File: src/rtl/icyc_pkg.sv
package icyc_pkg;

  localparam int WORD_W = 16;
  localparam int OP_W   = 4;
  localparam int ADDR_W = WORD_W - OP_W - 1;
  localparam int IND_B  = ADDR_W;
  localparam int STEP_W = 2;

  typedef enum logic [1:0] {
    CYC_FETCH = 2'b00,
    CYC_IND   = 2'b01,
    CYC_EXEC  = 2'b10,
    CYC_INTR  = 2'b11
  } cyc_e;

  localparam logic [OP_W-1:0] OP_ADD  = 4'b0001;
  localparam logic [OP_W-1:0] OP_ISZ  = 4'b0010;
  localparam logic [OP_W-1:0] OP_HALT = 4'b1111;

  // Index of the final micro-step of a sub-cycle.
  function automatic logic [STEP_W-1:0] last_step(cyc_e c, logic [OP_W-1:0] op);
    if (c != CYC_EXEC) return STEP_W'(2);
    case (op)
      OP_ADD:  return STEP_W'(2);
      OP_ISZ:  return STEP_W'(3);
      default: return STEP_W'(0);
    endcase
  endfunction

  function automatic logic [WORD_W-1:0] word_add(logic [WORD_W-1:0] a, logic [WORD_W-1:0] b);
    return a + b;
  endfunction

  function automatic logic [WORD_W-1:0] word_inc(logic [WORD_W-1:0] a);
    return a + WORD_W'(1);
  endfunction

  function automatic logic [ADDR_W-1:0] pc_advance(logic [ADDR_W-1:0] pc, int unsigned len);
    return pc + ADDR_W'(len);
  endfunction

endpackage

File: src/rtl/icyc_seq.sv
module icyc_seq
  import icyc_pkg::*;
(
  input  logic              clk,
  input  logic              rst_n,
  input  logic [OP_W-1:0]   op,
  input  logic              fetched_ind,
  input  logic              irq,
  input  logic              ie_set,
  output cyc_e              cyc,
  output logic [STEP_W-1:0] step,
  output logic              halted,
  output logic              ie,
  output logic              ev_sub_end,
  output logic              ev_irq_take
);

  logic [STEP_W-1:0] last;
  logic              halt_hit;
  cyc_e              cyc_nxt;

  assign last        = last_step(cyc, op);
  assign halt_hit    = !halted && (cyc == CYC_EXEC) && (op == OP_HALT);
  assign ev_sub_end  = !halted && !halt_hit && (step == last);
  assign ev_irq_take = ev_sub_end && (cyc == CYC_EXEC) && irq && ie;

  always_comb begin
    case (cyc)
      CYC_FETCH: cyc_nxt = fetched_ind ? CYC_IND : CYC_EXEC;
      CYC_IND:   cyc_nxt = CYC_EXEC;
      CYC_EXEC:  cyc_nxt = (irq && ie) ? CYC_INTR : CYC_FETCH;
      default:   cyc_nxt = CYC_FETCH;
    endcase
  end

  always_ff @(posedge clk or negedge rst_n) begin
    if (!rst_n) begin
      cyc    <= CYC_FETCH;
      step   <= '0;
      halted <= 1'b0;
    end else if (!halted) begin
      if (halt_hit) begin
        halted <= 1'b1;
      end else if (ev_sub_end) begin
        cyc  <= cyc_nxt;
        step <= '0;
      end else begin
        step <= step + STEP_W'(1);
      end
    end
  end

  always_ff @(posedge clk or negedge rst_n) begin
    if (!rst_n)           ie <= 1'b0;
    else if (ev_irq_take) ie <= 1'b0;
    else if (ie_set)      ie <= 1'b1;
  end

  assert_step_bound_R3: assert property (@(posedge clk) disable iff (!rst_n)
    step <= last_step(cyc, op));

  assert_code_moves_at_end_R2: assert property (@(posedge clk) disable iff (!rst_n)
    !ev_sub_end |=> $stable(cyc));

  assert_take_clears_enable_R8: assert property (@(posedge clk) disable iff (!rst_n)
    ev_irq_take |=> (cyc == CYC_INTR) && !ie && (step == '0));

  assert_int_only_after_exec_R7: assert property (@(posedge clk) disable iff (!rst_n)
    ((cyc != CYC_INTR) && !(ev_sub_end && cyc == CYC_EXEC)) |=> (cyc != CYC_INTR));

  assert_halt_holds_R9: assert property (@(posedge clk) disable iff (!rst_n)
    halted |=> halted && $stable(cyc) && $stable(step));

endmodule

File: src/rtl/icyc_dp.sv
module icyc_dp
  import icyc_pkg::*;
#(
  parameter logic [icyc_pkg::ADDR_W-1:0] SAVE_ADDR = 11'h7F0,
  parameter logic [icyc_pkg::ADDR_W-1:0] ISR_ADDR  = 11'h100,
  parameter int unsigned                 INSN_LEN  = 1
)(
  input  logic              clk,
  input  logic              rst_n,
  input  cyc_e              cyc,
  input  logic [STEP_W-1:0] step,
  input  logic              halted,
  input  logic [WORD_W-1:0] mem_rdata,
  output logic [ADDR_W-1:0] mem_addr,
  output logic [WORD_W-1:0] mem_wdata,
  output logic              mem_we,
  output logic [OP_W-1:0]   op,
  output logic              fetched_ind,
  output logic [ADDR_W-1:0] pc,
  output logic [WORD_W-1:0] r1
);

  logic [ADDR_W-1:0] mar;
  logic [WORD_W-1:0] mbr;
  logic [WORD_W-1:0] ir;
  logic              run;
  logic              mem_op;
  logic              ev_skip;

  assign op          = ir[WORD_W-1 -: OP_W];
  assign fetched_ind = mbr[IND_B];
  assign mem_addr    = mar;
  assign mem_wdata   = mbr;
  assign run         = !halted;
  assign mem_op      = (op == OP_ADD) || (op == OP_ISZ);
  assign mem_we      = run && (((cyc == CYC_EXEC) && (op == OP_ISZ) && (step == 2'd3)) ||
                               ((cyc == CYC_INTR) && (step == 2'd2)));
  assign ev_skip     = run && (cyc == CYC_EXEC) && (op == OP_ISZ) && (step == 2'd3) &&
                       (mbr == '0);

  always_ff @(posedge clk or negedge rst_n) begin
    if (!rst_n) begin
      pc  <= '0;
      r1  <= '0;
      mar <= '0;
      mbr <= '0;
      ir  <= '0;
    end else if (run) begin
      case (cyc)
        CYC_FETCH: begin
          case (step)
            2'd0: mar <= pc;
            2'd1: begin
              mbr <= mem_rdata;
              pc  <= pc_advance(pc, INSN_LEN);
            end
            2'd2: ir <= mbr;
            default: ;
          endcase
        end
        CYC_IND: begin
          case (step)
            2'd0: mar <= ir[ADDR_W-1:0];
            2'd1: mbr <= mem_rdata;
            2'd2: ir[ADDR_W-1:0] <= mbr[ADDR_W-1:0];
            default: ;
          endcase
        end
        CYC_EXEC: begin
          if (mem_op) begin
            case (step)
              2'd0: mar <= ir[ADDR_W-1:0];
              2'd1: mbr <= mem_rdata;
              2'd2: begin
                if (op == OP_ADD) r1  <= word_add(r1, mbr);
                else              mbr <= word_inc(mbr);
              end
              default: if (ev_skip) pc <= pc_advance(pc, INSN_LEN);
            endcase
          end
        end
        default: begin
          case (step)
            2'd0: mbr <= WORD_W'(pc);
            2'd1: begin
              mar <= SAVE_ADDR;
              pc  <= ISR_ADDR;
            end
            default: ;
          endcase
        end
      endcase
    end
  end

  assert_fetch_advance_R3: assert property (@(posedge clk) disable iff (!rst_n)
    (run && cyc == CYC_FETCH && step == 2'd1) |=> pc == pc_advance($past(pc), INSN_LEN));

  assert_add_result_R5: assert property (@(posedge clk) disable iff (!rst_n)
    (run && cyc == CYC_EXEC && op == OP_ADD && step == 2'd2) |=> r1 == $past(r1) + $past(mbr));

  assert_write_slot_R6: assert property (@(posedge clk) disable iff (!rst_n)
    mem_we |-> ((cyc == CYC_EXEC) && (op == OP_ISZ)) ||
               ((cyc == CYC_INTR) && (mem_addr == SAVE_ADDR)));

  assert_skip_advance_R6: assert property (@(posedge clk) disable iff (!rst_n)
    ev_skip |=> pc == pc_advance($past(pc), INSN_LEN));

  assert_vector_R7: assert property (@(posedge clk) disable iff (!rst_n)
    (run && cyc == CYC_INTR && step == 2'd1) |=> (pc == ISR_ADDR) && (mar == SAVE_ADDR));

  assert_no_write_halted_R9: assert property (@(posedge clk) disable iff (!rst_n)
    halted |-> !mem_we);

endmodule

File: src/rtl/icyc_core.sv
module icyc_core
  import icyc_pkg::*;
#(
  parameter logic [icyc_pkg::ADDR_W-1:0] SAVE_ADDR = 11'h7F0,
  parameter logic [icyc_pkg::ADDR_W-1:0] ISR_ADDR  = 11'h100,
  parameter int unsigned                 INSN_LEN  = 1
)(
  input  logic              clk,
  input  logic              rst_n,
  input  logic              irq,
  input  logic              ie_set,
  output logic [ADDR_W-1:0] mem_addr,
  input  logic [WORD_W-1:0] mem_rdata,
  output logic [WORD_W-1:0] mem_wdata,
  output logic              mem_we,
  output logic [1:0]        cyc_code,
  output logic              halted,
  output logic [ADDR_W-1:0] pc_o,
  output logic [WORD_W-1:0] r1_o
);

  cyc_e              cyc;
  logic [STEP_W-1:0] step;
  logic [OP_W-1:0]   op;
  logic              fetched_ind;
  logic              ie;
  logic              ev_sub_end;
  logic              ev_irq_take;

  assign cyc_code = cyc;

  icyc_seq u_seq (
    .clk         (clk),
    .rst_n       (rst_n),
    .op          (op),
    .fetched_ind (fetched_ind),
    .irq         (irq),
    .ie_set      (ie_set),
    .cyc         (cyc),
    .step        (step),
    .halted      (halted),
    .ie          (ie),
    .ev_sub_end  (ev_sub_end),
    .ev_irq_take (ev_irq_take)
  );

  icyc_dp #(
    .SAVE_ADDR (SAVE_ADDR),
    .ISR_ADDR  (ISR_ADDR),
    .INSN_LEN  (INSN_LEN)
  ) u_dp (
    .clk         (clk),
    .rst_n       (rst_n),
    .cyc         (cyc),
    .step        (step),
    .halted      (halted),
    .mem_rdata   (mem_rdata),
    .mem_addr    (mem_addr),
    .mem_wdata   (mem_wdata),
    .mem_we      (mem_we),
    .op          (op),
    .fetched_ind (fetched_ind),
    .pc          (pc_o),
    .r1          (r1_o)
  );

  assert_reset_state_R1: assert property (@(posedge clk)
    !rst_n |-> (pc_o == '0) && (r1_o == '0) && (cyc_code == 2'b00) && !halted && !mem_we);

  assert_code_order_R2: assert property (@(posedge clk) disable iff (!rst_n)
    (ev_sub_end && cyc == CYC_IND) |=> cyc_code == 2'b10);

  assert_enable_gate_R7: assert property (@(posedge clk) disable iff (!rst_n)
    ev_irq_take |-> ie && irq);

endmodule

File: config.mk
export PLATFORM = sky130hd
export DESIGN_NAME = icyc_core
export DESIGN_NICKNAME = d
export VERILOG_FILES = /design/src/rtl/icyc_pkg.sv /design/src/rtl/icyc_seq.sv /design/src/rtl/icyc_dp.sv /design/src/rtl/icyc_core.sv
export SDC_FILE = /design/constraint.sdc
export NUM_CORES = 1
export LEC_CHECK = 0
export BUFFER_PORTS_ARGS = -buffer_cell sky130_fd_sc_hd__buf_4
export CAP_MARGIN = 40
export CORE_ASPECT_RATIO = 1.5
export CORE_UTILIZATION = 40
export DETAILED_ROUTE_END_ITERATION = 12
export REMOVE_ABC_BUFFERS = 1
export SYNTH_ARGS = -nofsm -noshare
export SYNTH_HDL_FRONTEND = slang
export SYNTH_HIERARCHICAL = 1
export SYNTH_SLANG_ARGS = --single-unit
File: constraint.sdc
create_clock -name clk -period 2.6 [get_ports clk]
set_clock_uncertainty 0.2 [all_clocks]
set_input_delay 0 -clock clk [delete_from_list [all_inputs] [get_ports clk]]
set_output_delay 0 -clock clk [all_outputs]
set_load 0.01 [all_outputs]
==> metrics, run 1 <==
outcome finished clean; Cell Count Post-Placement 755; initial antenna violation count 0; Via Count 4,391; drt drc 0; synth warn 6; switching share of power 43.5%; clk_lat worst skew 0.33 ns; Data required, critical path approximately 2.6 ns; worst hold path type in2reg; die footprint approximately 0.013 mm^2; relative slew slack a little over half; Sw Pwr around 3300 uW; ratio of cells with drive above 1 in the final layout a little over a quarter; H-tree lvl count 3; n_diodes 0; GRT Util Overall 22.7%; unrepaired setup endpoints after global routing false; sequential share of power roughly 26%; WP buf/inv 2; Final Max Tran Viols 0; DR vias/cell ~5.5; Setup violations, final 0; Largest stage delay, worst path ~0.55 ns; first-pass GRT wire length approximately 22,000 um; CTS max path bufs 2; Post-Syn Area 0.00483 mm^2; syn avg cell area between 9 and 10 um^2; area of the multi-input gates roughly 0.0028 mm^2; combinational share of power between 50% and 60%; crit path cell chain inv_2, ha_2, or4_1, a21oi_2, a31oi_1, or2_4, buf_4, o31ai_2; drt initial violations around 190; clock share of power about 17%; peak supply drop about 580 uV; max cap viols 0; register area around 0.0019 mm^2; TritonCTS buffer count 9; WS Path Type reg2reg; I/O Pins between 70 and 80; core box area 0.0117 mm^2; crit start category flip-flop; DRT antenna net count 0; WP data arrival about 2.5 ns; RD Place Congestion between 0.8 and 0.9; total congestion overflow 0; WL per Instance 17.3 um; Post-DP HPWL around 10,000 um; Peak Freq about 400 MHz; clock sinks between 70 and 80; CP delay by family, top simple AND/OR/NAND/NOR gates; WL final 13,800 um; Fill cells 1,084; Total Power ~7600 uW; highest-delay cell along the critical path or4_1; worst slack, placed around 0.054 ns; # rows 48; hold slack 0.0492 ns; DRT Pass-1 Iters 4; Die H around 140 um; CP Capture Type flip-flop; Tmin final between 2 and 2.5 ns; Final Instance Count excl. Fillers ~800; vias in the first global route approximately 4,300; final worst path period share ~96%; CTS clk-pin slew, worst paths 0.06 ns; Pwr Density about 1200 mW/mm^2; CTS root buf clkbuf_16; CP Max Fanout 11; leakage approximately 0.0030 uW; Int Pwr 4300 uW; Final WS setup between 0.1 and 0.15 ns; chip width 91.7 um; Starting Density ~41%; Hold Vio Cnt, Final 0; Layout Nets approximately 700; largest net degree at the start of global routing 48; port buffer count between 70 and 80; area grow syn2layout 31.0%; CTS tree built; Worst Max-Slew Pin Slew 0.675 ns; Mapped Cells ~520
[sequential cells by signal, indices dropped and copies added, names as in the netlist]
| signal | cells |
|---|---|
| u_dp/mem_wdata | 16 |
| u_dp/r1 | 16 |
| u_dp/ir | 15 |
| u_dp/mem_addr | 11 |
| u_dp/pc | 11 |
| u_seq/cyc | 2 |
| u_seq/step | 2 |
| u_seq/halted | 1 |
| u_seq/ie | 1 |
[per-stage QoR]
stage | instance area (um^2) | setup TNS (ns) | util [%]
6_report | 6330 | 0 | 54.3
5_1_grt | 6330 | 0 | 54.3
4_1_cts | 6260 | 0 | 53.7
3_5_place_dp | 5720 | 0 | 49.1
3_3_place_gp | 5690 | 0 | 48.9
2_1_floorplan | 4650 | -3.15 | -
[metal layers]
layer	vias to the layer above	track usage, %	wire length [um]
met4	0	7.81	284
met5	-	0	0
met2	99	41.7	7290
met3	23	3.11	490
li1	2138	-	-
met1	2131	27.1	5750
[worst min-delay path: stages]
cell and delay [ns]:
buf_4 0.09, a22oi_1 0.05, o21ai_0 0.25, mux2_2 0.16
[power by group through the flow]
stage / Clock, uW / Combinational (uW) / Sequential [uW]
global route: 1360 / 4800 / 2010
global placement: 0 / 4090 / 1950
CTS: 1310 / 4240 / 1950
detailed placement: 0 / 4160 / 1970
floorplan: 0 / 2340 / 2120
finish: 1290 / 4390 / 1950
[placed cells by master (no fill, tap or decap), types with 3 or more instances in the layout]
cell type        n
o21ai_0         52
a21oi_1         26
dfrtp_1         75
o31ai_1          7
ha_1            21
nand2b_1        10
and2_1           3
o211ai_1         3
a22o_1           4
nor2_1          25
nand4_1          6
dlygate4sd3_1   20
and3_1           7
clkinv_4         3
a21o_1          10
nor4b_1          3
a32oi_1          3
a221o_1          4
nor4_1           3
clkbuf_16        9
xor2_1          17
nor3b_1          3
a221oi_1         8
inv_2            3
a22oi_1          5
mux2_2          15
inv_1            9
mux2i_1          4
o21ai_1          4
nand3_1         19
buf_4          114
a31oi_1          6
nor3_1           6
or3_1            3
nor2b_1          4
xnor2_1         21
nand2_1         64
[final cells by class]
cell class,instances,share of cell area (%)
inverters,12,0.712
clock inverters,6,1.15
well taps,150,2.97
flip-flops and latches,75,29.7
repair buffers,140,18.2
multi-input cells,404,43.6
clock buffers,10,3.78
[final timing paths]
path / slack, ns / start / endpoint / cells after the start
setup / recovery: 0.11 / u_seq/cyc[1] / u_dp/mem_wdata[7] / 8
hold / removal: 0.05 / mem_rdata[0] / u_dp/mem_wdata[0] / 4
setup reg to reg: 0.11 / u_seq/cyc[1] / u_dp/mem_wdata[7] / 8
hold reg to reg: 0.28 / u_dp/mem_addr[1] / u_dp/mem_addr[1] / 2
max in group asynchronous: 1.44 / rst_n / u_dp/r1[0] / 4
min in group asynchronous: 0.52 / rst_n / u_seq/step[0] / 4
[repair_timing]
action                     4_1_cts  5_1_grt
hold buffers                    21        0
resized for setup                1        9
cloned                           0        1
hold endpoints to repair        92        0
pin swaps                        0        5
setup endpoints to repair        1        6
setup buffers                    0        4
(Power assumes the default switching activity.)
==> inputs of run 2 (changes only) <==
BUFFER_PORTS_ARGS = -buffer_cell sky130_fd_sc_hd__buf_2   (was -buffer_cell sky130_fd_sc_hd__buf_4)
==> metrics, run 2 (synthesis results as in run 1) <==
leakage approximately 0.0029 uW; Setup violations, final 0; cell area after layout around 0.0061 mm^2; worst slack, placed about 0.051 ns; peak supply drop between 400 and 500 uV; DRT Pass-1 Iters 7; first-pass GRT wire length ~22,000 um; Data required, critical path 2.62 ns; leading cell type in the layout, fill and taps excluded buf_2; worst hold path type reg2reg; die footprint 0.0125 mm^2; clk_lat worst skew 0.34 ns; CTS clk-pin slew, worst paths 0.06 ns; Hold Vio Cnt, Final 0; Die H between 100 and 150 um; port buffer count 77; setup TNS 0 ns; Fill cells 1,094; TritonCTS buffer count 9; Via Count around 4,400; total congestion overflow 0; GRT Util Overall between 20% and 30%; CP Max Fanout 3; drt drc 0; largest net degree at the start of global routing 47; chip width approximately 90 um; Worst Max-Slew Pin Slew about 0.62 ns; WL per Instance 17.2 um; highest routed layer met4; final worst path period share a little over nine tenths; CTS root buf clkbuf_16; DP Area between 0.005 and 0.006 mm^2; Final WS setup between 0.09 and 0.1 ns; Tmin final between 2 and 3 ns; Cell Count Post-Placement between 700 and 800; WL final around 14,000 um; CTS max path bufs 2; initial antenna violation count 0; Final Instance Count excl. Fillers between 700 and 800; WP data arrival approximately 2.5 ns; crit start category flip-flop; H-tree lvl count 3; area grow syn2layout 25.9%; I/O Pins 78; Post-DP HPWL 10,000 um; metal3 WL ~530 um; commonest non-fill, non-tap cells in the layout 76 x buf_2, 75 x dfrtp_1, 64 x nand2_1; Final Max Tran Viols 0; relative slew slack between 50 and 60%; # rows 48; WS Path Type reg2reg; core box area 0.0117 mm^2; Peak Freq 400 MHz; DR vias/cell 5.63; max cap viols 0; routed wl met2 approximately 6900 um; outcome finished clean; Pwr Density 1210 mW/mm^2; CP Capture Type flip-flop; Starting Density approximately two fifths; Largest stage delay, worst path between 0.4 and 0.5 ns; CTS tree built; Total Power ~7400 uW; clock sinks 75; vias in the first global route 4,395; ratio of cells with drive above 1 in the final layout ~25%; post-CTS setup buffers 0; M1 WL ~5700 um; Layout Nets 678; drt initial violations roughly 330; DRT antenna net count 0; highest-delay cell along the critical path fa_1; RD Place Congestion roughly 0.87; n_diodes 0; crit path cell chain ha_1, fa_1, a21oi_2, o211a_1, o21ai_0, a21oi_1, xnor2_1, mux2_2
## run 2: cell types whose count changed in the layout (fill, tap and decap cells not counted), moves of 2 or more
cell and delta:
ha_1 +2, ha_2 -2, buf_4 -81, clkinv_4 -3, inv_1 +2, clkinv_2 +2
inv_2 -2, buf_2 +75
## run 2: final timing paths
kind / start / to / slack [ns] / depth (start not counted)
max: u_dp/mem_wdata[0] / u_dp/r1[10] / 0.1 / 8
min: u_dp/mem_addr[2] / u_dp/mem_addr[2] / 0.27 / 2
max in group asynchronous: rst_n / u_dp/mem_wdata[3] / 1.43 / 4
min reg2reg: u_dp/mem_addr[2] / u_dp/mem_addr[2] / 0.27 / 2
min in group asynchronous: rst_n / u_seq/step[1] / 0.52 / 4
max reg2reg: u_dp/mem_wdata[0] / u_dp/r1[10] / 0.1 / 8
## run 2: final cells by class
type,count,area (um^2),area share [%]
Clock buffer,10,229,3.77
Clock inverter,6,87.6,1.44
Inverter,12,45.0,0.741
Multi-Input combinational cell,403,2760,45.3
Sequential cell,75,1880,30.9
Tap cell,150,188,3.09
Timing Repair Buffer,133,897,14.8
## run 2: repair_timing
action | CTS | global route
endpoints found under the setup margin | 0 | 13
hold endpoints to repair | 93 | 0
hold buffers | 22 | 0
gates resized for setup | 0 | 8
## run 2: metal layers
layer  up-vias  GRT usage (%)
met4         0           10.4
met3        27           3.94
met2       130           40.5
met1      2171           26.6
li1       2118              -
met5         -              0
## run 2: power breakdown
group	switching, uW	leakage, uW	internal (uW)	total (uW)
combinational	2380	0.00176	1720	4100
clock	492	0.000157	844	1340
sequential	379	0.000983	1560	1940
## run 2: critical path: cells and delay by family, from the launching register on
family	cells	cell delay [ns]
compound gates	4	0.79
mux	1	0.26
xor+xnor	1	0.08
fa+ha+maj	2	0.67
flops	1	0.38
## run 2: per-stage QoR
stage / hold slack, ns / utilization, %
floorplan: -0.496 / -
finish: 0.269 / 52.2
global placement: 0.0231 / 47.0
CTS: 0.275 / 51.9
detailed placement: -0.228 / 47.2
global route: 0.289 / 52.2
